### src/rtl/gpio_ctrl_pkg.sv
`timescale 1ns/1ps
package gpio_ctrl_pkg;
    localparam int unsigned BUS_W  = 32;
    localparam int unsigned ADDR_W = 5;

    typedef enum logic [ADDR_W-1:0] {
        OFS_DIR   = 5'h00,
        OFS_DATA  = 5'h04,
        OFS_IEN   = 5'h08,
        OFS_CHG   = 5'h0C,
        OFS_WMASK = 5'h10,
        OFS_ITYPE = 5'h14
    } reg_ofs_e;
endpackage

### src/rtl/gpio_sync_edge.sv
`timescale 1ns/1ps
// Two-stage synchronizer per pin followed by a both-edge detector.
module gpio_sync_edge #(
    parameter int unsigned W = 8
) (
    input  logic         clk,
    input  logic         rst_n,
    input  logic [W-1:0] raw_i,
    output logic [W-1:0] level_o,
    output logic [W-1:0] edge_o
);
    typedef struct packed {
        logic [W-1:0] meta;
        logic [W-1:0] stable;
        logic [W-1:0] prev;
    } sync_t;

    sync_t st_d, st_q;

    always_comb begin
        st_d        = st_q;
        st_d.meta   = raw_i;
        st_d.stable = st_q.meta;
        st_d.prev   = st_q.stable;
    end

    always_ff @(posedge clk or negedge rst_n) begin
        if (!rst_n) st_q <= '0;
        else        st_q <= st_d;
    end

    assign level_o = st_q.stable;
    assign edge_o  = st_q.stable ^ st_q.prev;
endmodule

### src/rtl/gpio_irq_merge.sv
`timescale 1ns/1ps
// Masks pending change bits with their enables and merges them into one line.
module gpio_irq_merge #(
    parameter int unsigned W = 8
) (
    input  logic [W-1:0] pending_i,
    input  logic [W-1:0] enable_i,
    output logic         irq_o
);
    logic [W-1:0] live;

    for (genvar i = 0; i < W; i++) begin : g_bit
        assign live[i] = pending_i[i] & enable_i[i];
    end

    assign irq_o = |live;
endmodule

### src/rtl/gpio_ctrl.sv
`timescale 1ns/1ps
module gpio_ctrl
    import gpio_ctrl_pkg::*;
#(
    parameter int unsigned NPINS = 24
) (
    input  logic              clk,
    input  logic              rst_n,
    input  logic              bus_en,
    input  logic              bus_wr,
    input  logic [ADDR_W-1:0] bus_addr,
    input  logic [BUS_W-1:0]  bus_wdata,
    output logic [BUS_W-1:0]  bus_rdata,
    input  logic [NPINS-1:0]  pin_in,
    output logic [NPINS-1:0]  pin_out,
    output logic [NPINS-1:0]  pin_oe,
    output logic              irq
);
    typedef struct packed {
        logic [NPINS-1:0] dir;
        logic [NPINS-1:0] dout;
        logic [NPINS-1:0] ien;
        logic [NPINS-1:0] chg;
        logic [NPINS-1:0] wmask;
        logic [NPINS-1:0] itype;
    } regs_t;

    regs_t regs_d, regs_q;

    logic [NPINS-1:0] pin_lvl;
    logic [NPINS-1:0] pin_edge;
    logic [NPINS-1:0] wbits;
    logic [NPINS-1:0] data_sel;
    logic             wr_go;
    logic             wdata_unused;

    assign wbits        = bus_wdata[NPINS-1:0];
    assign wr_go        = bus_en & bus_wr;
    assign wdata_unused = ^bus_wdata;

    gpio_sync_edge #(.W(NPINS)) u_sync (
        .clk     (clk),
        .rst_n   (rst_n),
        .raw_i   (pin_in),
        .level_o (pin_lvl),
        .edge_o  (pin_edge)
    );

    always_comb begin
        regs_d = regs_q;
        data_sel = (|regs_q.wmask) ? regs_q.wmask : {NPINS{1'b1}};

        if (wr_go) begin
            unique case (bus_addr)
                OFS_DIR:   regs_d.dir   = wbits;
                OFS_DATA:  regs_d.dout  = (regs_q.dout & ~data_sel) | (wbits & data_sel);
                OFS_IEN:   regs_d.ien   = wbits;
                OFS_CHG:   regs_d.chg   = regs_q.chg & ~wbits;
                OFS_WMASK: regs_d.wmask = wbits;
                OFS_ITYPE: regs_d.itype = wbits;
                default:   ;
            endcase
        end

        // new edges are applied after any clear, so an edge wins a collision
        regs_d.chg = regs_d.chg | pin_edge;
    end

    always_ff @(posedge clk or negedge rst_n) begin
        if (!rst_n) regs_q <= '0;
        else        regs_q <= regs_d;
    end

    always_comb begin
        bus_rdata = '0;
        unique case (bus_addr)
            OFS_DIR:   bus_rdata[NPINS-1:0] = regs_q.dir;
            OFS_DATA:  bus_rdata[NPINS-1:0] = (regs_q.dir & regs_q.dout) | (~regs_q.dir & pin_lvl);
            OFS_IEN:   bus_rdata[NPINS-1:0] = regs_q.ien;
            OFS_CHG:   bus_rdata[NPINS-1:0] = regs_q.chg;
            OFS_WMASK: bus_rdata[NPINS-1:0] = regs_q.wmask;
            OFS_ITYPE: bus_rdata[NPINS-1:0] = regs_q.itype;
            default:   ;
        endcase
    end

    assign pin_out = regs_q.dout;
    assign pin_oe  = regs_q.dir;

    gpio_irq_merge #(.W(NPINS)) u_irq (
        .pending_i (regs_q.chg),
        .enable_i  (regs_q.ien),
        .irq_o     (irq)
    );
endmodule

### config.mk
export PLATFORM = sky130hd
export DESIGN_NAME = gpio_ctrl
export DESIGN_NICKNAME = d
export VERILOG_FILES = /design/src/rtl/gpio_ctrl_pkg.sv /design/src/rtl/gpio_sync_edge.sv /design/src/rtl/gpio_irq_merge.sv /design/src/rtl/gpio_ctrl.sv
export SDC_FILE = /design/constraint.sdc
export NUM_CORES = 1
export LEC_CHECK = 0
export BUFFER_PORTS_ARGS = -buffer_cell sky130_fd_sc_hd__buf_2
export CAP_MARGIN = 20
export CELL_PAD_IN_SITES_DETAIL_PLACEMENT = 1
export CELL_PAD_IN_SITES_GLOBAL_PLACEMENT = 1
export CORE_UTILIZATION = 43
export CTS_BUF_LIST = sky130_fd_sc_hd__clkbuf_8
export DETAILED_ROUTE_END_ITERATION = 16
export PLACE_DENSITY = 0.79
export REMOVE_ABC_BUFFERS = 1
export SYNTH_ARGS = -nofsm -noshare
export SYNTH_HDL_FRONTEND = slang
export SYNTH_HIERARCHICAL = 1
export SYNTH_SLANG_ARGS = --single-unit
### constraint.sdc
create_clock -name clk -period 1.75 [get_ports clk]
set_clock_uncertainty 0.15 [all_clocks]
set_input_delay 0.175 -clock clk [delete_from_list [all_inputs] [get_ports clk]]
set_output_delay 0.175 -clock clk [all_outputs]
set_load 0.03 [all_outputs]
==> results_dict.tcl, run 1 <==
set metrics [dict create \
    drt_iter0_drc 871 \
    maxCapViolCount 0 \
    r2r_slack_ns -0.29 \
    ys_async_sr_fraction_pct 100 \
    clkTransAtPathRegs_ns 0.07 \
    maxSlewHeadroom_pct 65.6 \
    ys_seq_area_share_pct 54.5 \
    cp.required_ns 1.42 \
    finalNetCount 1129 \
    clock_latency_ns 0.57 \
    setup_slack_ns -0.689 \
    power_mw 13.2 \
    die_w_um 154 \
    syn_inst 813 \
    routedWlPerCell_um 28.4 \
    dr.pass1.iters 5 \
    ys_warn_count 6 \
    synth_flop_cell "dfrtp_1" \
    start_kind "flop" \
    period_minus_slack_ns 2.44 \
    multi_input_area_um2 4250 \
    synth_top_cell_by_area "dfrtp_1" \
    synth_edf_count 0 \
    power.leakage_nw 5.97 \
    cp_max_fo 2 \
    tightest_slew_ns 0.516 \
    dieArea_um2 23700 \
    grt_pass1_vias 9229 \
    cts.sinks 216 \
    grt_usage_pct 31.7 \
    fill_cells 2250 \
    rsz0062_at_grt "true" \
    yosys-top-cells-count "dfrtp_1, mux2_2, buf_4" \
    synthDistinctLibCells 35 \
    worstPathArrival_ns 2.11 \
    via_per_inst 6.14 \
    grt_pass1_wl_mm 56.3 \
    numCtsBuffers 39 \
    grt_max_degree 56 \
    fin_crit_sh_pct 139 \
    io_buffer_count 129 \
    yosysTopAreaCellShare_pct 54.5 \
    setup_viol 49 \
    antenna_found_initial 0 \
    syn_avg_cell_area_um2 12.2 \
    syn-cell-area_um2 9910 \
    r2r_cells 7 \
    cts_tree "done" \
    num_vias 8430 \
    seq_area_um2 5410 \
    slew_viol_final 0 \
    final_core_util_pct 59.8 \
    hold_class "in2async" \
    wl_met1_mm 15.2 \
    io_pins 146 \
    drive_above_1_share_pct 48.6 \
    clockRootBuffer "clkbuf_8" \
    endpoint_kind "primary output" \
    wl_mm 39.0 \
    critPathKind "reg2out" \
    hpwlAfterDp_mm 19.4 \
    highest_layer "met4" \
    synth.most_common_cell "dfrtp_1" \
    start_util_pct 43.8 \
    rows 55 \
    postRouteAntennaNets 0 \
    powerDensity_nw_per_um2 975 \
    ir_drop_uv 635 \
    violations "negative setup slack" \
    diodes 0 \
    ys_ff_latch 216 \
    grt_overflow 0 \
    cts_htree_levels 2 \
    area_growth_pct 36.5 \
    finalHoldViolCount 0 \
    dr_wl_met2_mm 18.7 \
    place.gp.congestion 0.775 \
    core_um2 22600 \
    outcome "complete, but fails checks" \
    max_freq_mhz 410 \
    drc 0 \
    wl_met3_mm 3.14 \
    clock_path_buffers 3 \
    synth.top_cells.by_area "dfrtp_1, mux2_2, buf_4, a22oi_1, mux2i_1" \
    die_h_um 154 \
]
## critical path, stage by stage, from the launching register on
cell and delay (ns):
dfrtp_1 0.42, a22oi_2 0.30, nand4_1 0.25, or3_4 0.42, buf_6 0.16
## metrics by stage
step / TNS (ns) / instance area, um2 / std cells / setup slack [ns] / hold WS [ns]
CTS: -8.29 / 13400 / 1371 / -0.552 / 0.0332
floorplan: -152.37 / 9150 / 699 / -1.70 / -0.271
finish: -13.70 / 13500 / 1372 / -0.689 / 0.0177
global route: -15.48 / 13500 / 1372 / -0.649 / 0.0280
detailed placement: -41.07 / 11200 / 1220 / -0.404 / 0.00408
global placement: -36.46 / 11200 / 1220 / -0.313 / 0.00653
## logic make-up (layout without fill, tap and decap cells)
| kind of cell | count (synthesis) | count (layout) | share of synthesized area, % |
|---|---|---|---|
| buffers and inverters | 130 | 397 | 8.30 |
| XOR/XNOR | 24 | 24 | 2.12 |
| flip-flops | 216 | 216 | 54.5 |
| AO/OA/AOI/OAI | 141 | 141 | 10.2 |
| AND/OR/NAND/NOR | 166 | 166 | 9.74 |
| multiplexers | 135 | 135 | 15.0 |
| other | 1 | 8 | 0.0378 |
## cells in the final DEF (no fill, tap or decap), types with 18 or more instances in the layout
master,netlist,layout
nand3_1,40,18
a21o_1,24,24
buf_12,0,18
mux2_2,108,94
buf_4,85,112
dlygate4sd3_1,0,49
nand3_2,0,22
nor2b_1,24,24
a22oi_1,56,33
dfrtp_1,216,212
clkbuf_8,0,49
buf_2,13,102
nand4_1,28,28
a22oi_2,1,24
o21ai_2,0,18
xor2_1,24,24
nand2_1,26,26
and2_1,25,25
inv_1,9,21
mux2i_1,24,24
buf_6,0,38
## area by class of cell
cell class | count | share of cell area (%)
Clock buffer | 49 | 4.98
Clock inverter | 15 | 0.462
Timing Repair Buffer | 324 | 20.3
Tap cell | 285 | 2.64
Multi-Input combinational cell | 474 | 31.4
Sequential cell | 216 | 40.0
Inverter | 9 | 0.250
## layer usage
layer / GRT usage (%) / vias up
met5: 0 / -
met4: 17.1 / 0
met3: 7.36 / 154
met2: 51.4 / 542
met1: 39.4 / 4353
li1: - / 3381
## final timing paths
path	from	endpoint
min in group clk	pin_in[2]	u_sync/st_d[26]
worst max-delay path	regs_q[74]	irq
worst min-delay path	rst_n	asynchronous set/reset pin
worst min register to register	u_sync/st_d[46]	u_sync/level_o[22]
max in group asynchronous	rst_n	regs_q[36]
worst max register to register	regs_q[36]	flop
## where the power goes
part / switching, mW / internal, mW
Sequential: 0.393 / 5.38
Clock: 2.22 / 2.49
Combinational: 1.52 / 1.18
## timing repair
item / in CTS / in global routing
resized for setup: 175 / 35
pin swaps: 56 / 19
hold buffers: 49 / 0
buffers inserted: 33 / 3
hold endpoints to repair: 384 / 0
cloned: 6 / 0
endpoints found under the setup margin: 49 / 49
No activity file was read; power rests on OpenSTA's default activity.
==> run 2: changes to the inputs <==
--- a/config.mk
+++ b/config.mk
@@ -9,6 +9,7 @@
 export CAP_MARGIN = 20
 export CELL_PAD_IN_SITES_DETAIL_PLACEMENT = 1
 export CELL_PAD_IN_SITES_GLOBAL_PLACEMENT = 1
+export CORE_ASPECT_RATIO = 2
 export CORE_UTILIZATION = 43
 export CTS_BUF_LIST = sky130_fd_sc_hd__clkbuf_8
 export DETAILED_ROUTE_END_ITERATION = 16
==> run 2 against run 1 <==
Worst hold slack gained 0.056 ns. Clock-buffer cell count shrank 13. Highest routed layer unchanged. The flow still finishes with violations (negative setup slack). Largest cell class unchanged. Non-clock buffer count grew 1. Sequential share of layout area grew 0.99 points. Sequential cell count is the same. Sequential power shrank 0.9%. Final area shrank 2.5%.
==> results_dict.tcl, run 2 (synthesized netlist as in run 1, its figures left out) <==
set metrics [dict create \
    cts.sinks 216 \
    rsz0062_at_grt "true" \
    worstPathArrival_ns 2.16 \
    p_int_mw 8.55 \
    cp_max_fo 2 \
    start_util_pct 43.8 \
    via_per_inst 5.89 \
    endpoint "irq" \
    grt_usage_pct 30.2 \
    netSwitchingFraction_pct 30.8 \
    core_um2 22600 \
    fin_crit_sh_pct 142 \
    clkTransAtPathRegs_ns 0.08 \
    critPathKind "reg2out" \
    drc 0 \
    postRouteAntennaNets 0 \
    grt_overflow 0 \
    num_vias 7990 \
    drt_iter0_drc 454 \
    clock_latency_ns 0.59 \
    maxSlewHeadroom_pct 59.8 \
    drive_above_1_share_pct 46.5 \
    hpwlAfterDp_mm 20.2 \
    r2r_start "regs_q[24]" \
    powerDensity_nw_per_um2 936 \
    rows 78 \
    max_freq_mhz 402 \
    slew_viol_final 0 \
    period_minus_slack_ns 2.49 \
    violations "negative setup slack" \
    place.gp.congestion 0.796 \
    cp.required_ns 1.42 \
    wl_mm 36.0 \
    final_core_util_pct 58.3 \
    maxCapViolCount 0 \
    place_ws_ns -0.379 \
    die_h_um 217 \
    setup_viol 50 \
    area_growth_pct 33.1 \
    outcome "complete, but fails checks" \
    grt_max_degree 54 \
    endpoint_kind "primary output" \
    power.switching_mw 3.81 \
    r2r_cells 5 \
    crit_start "regs_q[80]" \
    io_pins 146 \
    grt_pass1_wl_mm 53.0 \
    finalNetCount 1122 \
    p_seq_share_pct 46.3 \
    cts_htree_levels 1 \
    cts_tree "done" \
    io_buffer_count 129 \
    p_clk_share_pct 32.6 \
    power.leakage_nw 5.82 \
    dieArea_um2 23700 \
    fin_cells 1356 \
    final_common_cell "dfrtp_1" \
    grt_pass1_vias 8981 \
    timing.hold.ws_ns 0.0741 \
    antenna_found_initial 0 \
    clockRootBuffer "clkbuf_8" \
    clock_path_buffers 3 \
    dr.pass1.iters 6 \
    numCtsBuffers 31 \
    routedWlPerCell_um 26.5 \
    die_w_um 109 \
    final_cell_mix "dfrtp_1, buf_4, buf_2" \
    power_frac_comb_pct 21.1 \
    finalHoldViolCount 0 \
    dpl.cell_count 1205 \
    hold_class "in2reg" \
    r2r_slack_ns -0.37 \
    setup_slack_ns -0.739 \
    tns_ns -15.82 \
    start_kind "flop" \
    ir_drop_uv 658 \
    tightest_slew_ns 0.597 \
]
## run 2: worst min-delay path by stage
stage | from | end | slack [ns] | depth (start not counted)
floorplan | rst_n | asynchronous set/reset pin | -0.27 | 0
global placement | rst_n | pin_oe[1] | -0.06 | 1
detailed placement | rst_n | u_sync/level_o[1] | -0.06 | 1
CTS | pin_in[18] | u_sync/st_d[42] | 0.05 | 2
global route | pin_in[20] | u_sync/st_d[44] | 0.07 | 2
finish | pin_in[13] | u_sync/st_d[37] | 0.07 | 2
## run 2: area by class of cell
cell class	instances	area (um2)
fillers	2313	9440
flip-flops and latches	216	5410
multi-input cells	474	4110
repair buffers	325	2710
clock buffers	36	495
well taps	280	350
clock inverters	15	87.6
inverters	9	33.8
diodes	1	2.50
## run 2: stage by stage
stage / power (mW) / instance area, um2
2_1_floorplan: 6.64 / 9150
3_3_place_gp: 7.53 / 11100
3_5_place_dp: 7.63 / 11100
4_1_cts: 12.1 / 13000
5_1_grt: 12.8 / 13200
6_report: 12.4 / 13200
## run 2: worst max-delay path, stage by stage, from the launching register on
cell,delay (ns)
dfrtp_1,0.42
a22oi_1,0.23
nand4_1,0.29
or3_4,0.47
buf_6,0.15
## run 2: power by group through the flow
stage	sequential [mW]	combinational (mW)	clock, mW
finish	5.73	2.60	4.03
global route	5.75	2.73	4.28
CTS	5.69	2.42	4.03
detailed placement	5.77	1.86	0
global placement	5.75	1.78	0
floorplan	5.85	0.792	0
## run 2: metal layers
layer | part of all wire (%) | routed length (um) | GRT usage (%)
met1 | 34 | 12200 | 31.4
met2 | 55 | 19900 | 55.1
met3 | 4.1 | 1480 | 3.86
met4 | 6.7 | 2400 | 20.1
met5 | 0 | 0 | 0
## run 2: timing repair
| item | 4_1_cts | 5_1_grt |
|---|---|---|
| hold buffers | 50 | 0 |
| buffers inserted | 34 | 13 |
| cloned | 4 | 2 |
| resized for setup | 155 | 27 |
| setup endpoints to repair | 44 | 49 |
| hold endpoints to repair | 384 | 0 |
| pin swaps | 58 | 22 |
==> run 3: changes to the inputs <==
--- a/config.mk
+++ b/config.mk
@@ -9,7 +9,6 @@
 export CAP_MARGIN = 20
 export CELL_PAD_IN_SITES_DETAIL_PLACEMENT = 1
 export CELL_PAD_IN_SITES_GLOBAL_PLACEMENT = 1
-export CORE_ASPECT_RATIO = 2
 export CORE_UTILIZATION = 43
 export CTS_BUF_LIST = sky130_fd_sc_hd__clkbuf_8
 export DETAILED_ROUTE_END_ITERATION = 16
==> constraint.sdc (replaced) <==
create_clock -name clk -period 1.75 [get_ports clk]
set_clock_uncertainty 0.15 [all_clocks]
set_input_delay 0.2625 -clock clk [delete_from_list [all_inputs] [get_ports clk]]
set_output_delay 0.2625 -clock clk [all_outputs]
set_load 0.03 [all_outputs]
==> run 3 against run 2 <==
The run still ends with negative setup slack left. Routed wire length increased by 14%. First-iteration DRC count is 76% higher. Fmax fell by 2.0%. Via count grew 9.0%. Non-clock buffer count increased by 28. Utilization rose by 3.0 points. Combinational power increased by 8.1%. Setup slack worse by 0.050 ns. Worst hold slack worse by 0.046 ns. Sequential cell count did not move. Global-route usage grew 2.1 points. Register-to-register slack better by 0.03 ns. Critical endpoint unchanged.
==> results_dict.tcl, run 3 (synthesized netlist as in run 1, its figures left out) <==
set metrics [dict create \
    critPathKind "reg2out" \
    rows 55 \
    final_common_cell "dfrtp_1" \
    finalNetCount 1157 \
    drc 0 \
    clock_path_buffers 3 \
    rsz0062_at_grt "true" \
    tns_ns -17.82 \
    powerDensity_nw_per_um2 963 \
    r2r_slack_ns -0.34 \
    routedWlPerCell_um 29.3 \
    dieArea_um2 23700 \
    finalHoldViolCount 0 \
    slew_viol_final 0 \
    power.leakage_nw 6.09 \
    wl_mm 41.0 \
    die_w_um 154 \
    fin_crit_sh_pct 145 \
    outcome "complete, but fails checks" \
    cts_htree_levels 2 \
    r2r_cells 7 \
    place.gp.congestion 0.797 \
    cp_cell_sequence "a22oi_1 > nand4_1 > or3_4 > buf_6" \
    setup_slack_ns -0.790 \
    grt_overflow 0 \
    numCtsBuffers 38 \
    max_freq_mhz 394 \
    io_buffer_count 129 \
    ir_drop_uv 570 \
    antenna_found_initial 0 \
    r2r_start "regs_q[27]" \
    hold_class "in2async" \
    clkTransAtPathRegs_ns 0.07 \
    period_minus_slack_ns 2.54 \
    grt_pass1_vias 9257 \
    area_growth_pct 39.9 \
    place_ws_ns -0.480 \
    core_um2 22600 \
    hpwlAfterDp_mm 19.8 \
    clock_latency_ns 0.56 \
    dr.pass1.iters 5 \
    grt_pass1_wl_mm 57.1 \
    grt_max_degree 52 \
    postRouteAntennaNets 0 \
    cts_tree "done" \
    start_kind "flop" \
    critPathMaxStageDelay_ns 0.46 \
    start_util_pct 43.8 \
    diodes 0 \
    maxSlewHeadroom_pct 60.2 \
    grt_usage_pct 32.3 \
    final_cell_mix "dfrtp_1, buf_4, buf_2" \
    maxCapViolCount 0 \
    die_h_um 154 \
    timing.hold.ws_ns 0.0281 \
    drive_above_1_share_pct 50.9 \
    via_per_inst 6.21 \
    endpoint_kind "primary output" \
    crit_slowest_cell "or3_4" \
    num_vias 8706 \
    violations "negative setup slack" \
    tightest_slew_ns 0.597 \
    final_core_util_pct 61.2 \
    cp_max_fo 3 \
    io_pins 146 \
    worstPathArrival_ns 2.13 \
    clockRootBuffer "clkbuf_8" \
    drt_iter0_drc 799 \
    setup_viol 51 \
    cp.required_ns 1.34 \
    cts.sinks 216 \
]
run 3: how the worst max path moves through the flow:
stage	startpoint	endpoint	slack, ns	depth (start not counted)
5_1_grt	regs_q[75]	irq	-0.81	4
2_1_floorplan	bus_addr[1]	flop	-1.78	4
3_3_place_gp	bus_addr[1]	bus_rdata[1]	-0.44	8
6_report	regs_q[75]	irq	-0.79	4
3_5_place_dp	bus_addr[1]	flop	-0.48	7
4_1_cts	regs_q[77]	irq	-0.67	4
run 3: per-stage QoR:
| stage | cells | cell area [um2] | total power [mW] |
|---|---|---|---|
| 6_report | 1401 | 13900 | 13.3 |
| 2_1_floorplan | 699 | 9150 | 6.64 |
| 5_1_grt | 1401 | 13900 | 13.7 |
| 3_5_place_dp | 1232 | 11300 | 7.69 |
| 3_3_place_gp | 1232 | 11300 | 7.57 |
| 4_1_cts | 1386 | 13500 | 12.8 |
run 3: critical path: cells and delay by family, from the launching register on:
family                 cells  cell delay, ns
buffers and inverters      1            0.15
flip-flops                 1            0.42
AND/OR/NAND/NOR            2            0.68
AO/OA/AOI/OAI              1            0.30
run 3: cell type report:
type                            count  area (um2)
Inverter                            9        33.8
Clock inverter                     16        67.6
Tap cell                          285         357
Multi-Input combinational cell    474        4300
Fill cell                        2264        8770
Timing Repair Buffer              353        3030
Sequential cell                   216        5420
Clock buffer                       48         661
run 3: timing repair:
item                                   4_1_cts  5_1_grt
pin swaps                                   73       47
cloned                                       6        0
hold buffers                                49        0
resized for setup                          173       61
endpoints found under the hold margin      384        0
setup endpoints to repair                   49       53
setup buffers                               35       19
run 3: metal layers:
metal  track usage [%]  up-vias  wire length (um)
li1                  -     3438                 -
met1              39.8     4461             15800
met2              52.2      627             19300
met3              8.17      180              3510
met4              17.5        0              2450
met5                 0        -                 0
run 3: power by group:
part	total (mW)	internal, mW	switching [mW]
Clock	4.76	2.45	2.31
Sequential	5.78	5.38	0.396
Combinational	2.81	1.23	1.58
Total	13.3	9.07	4.28
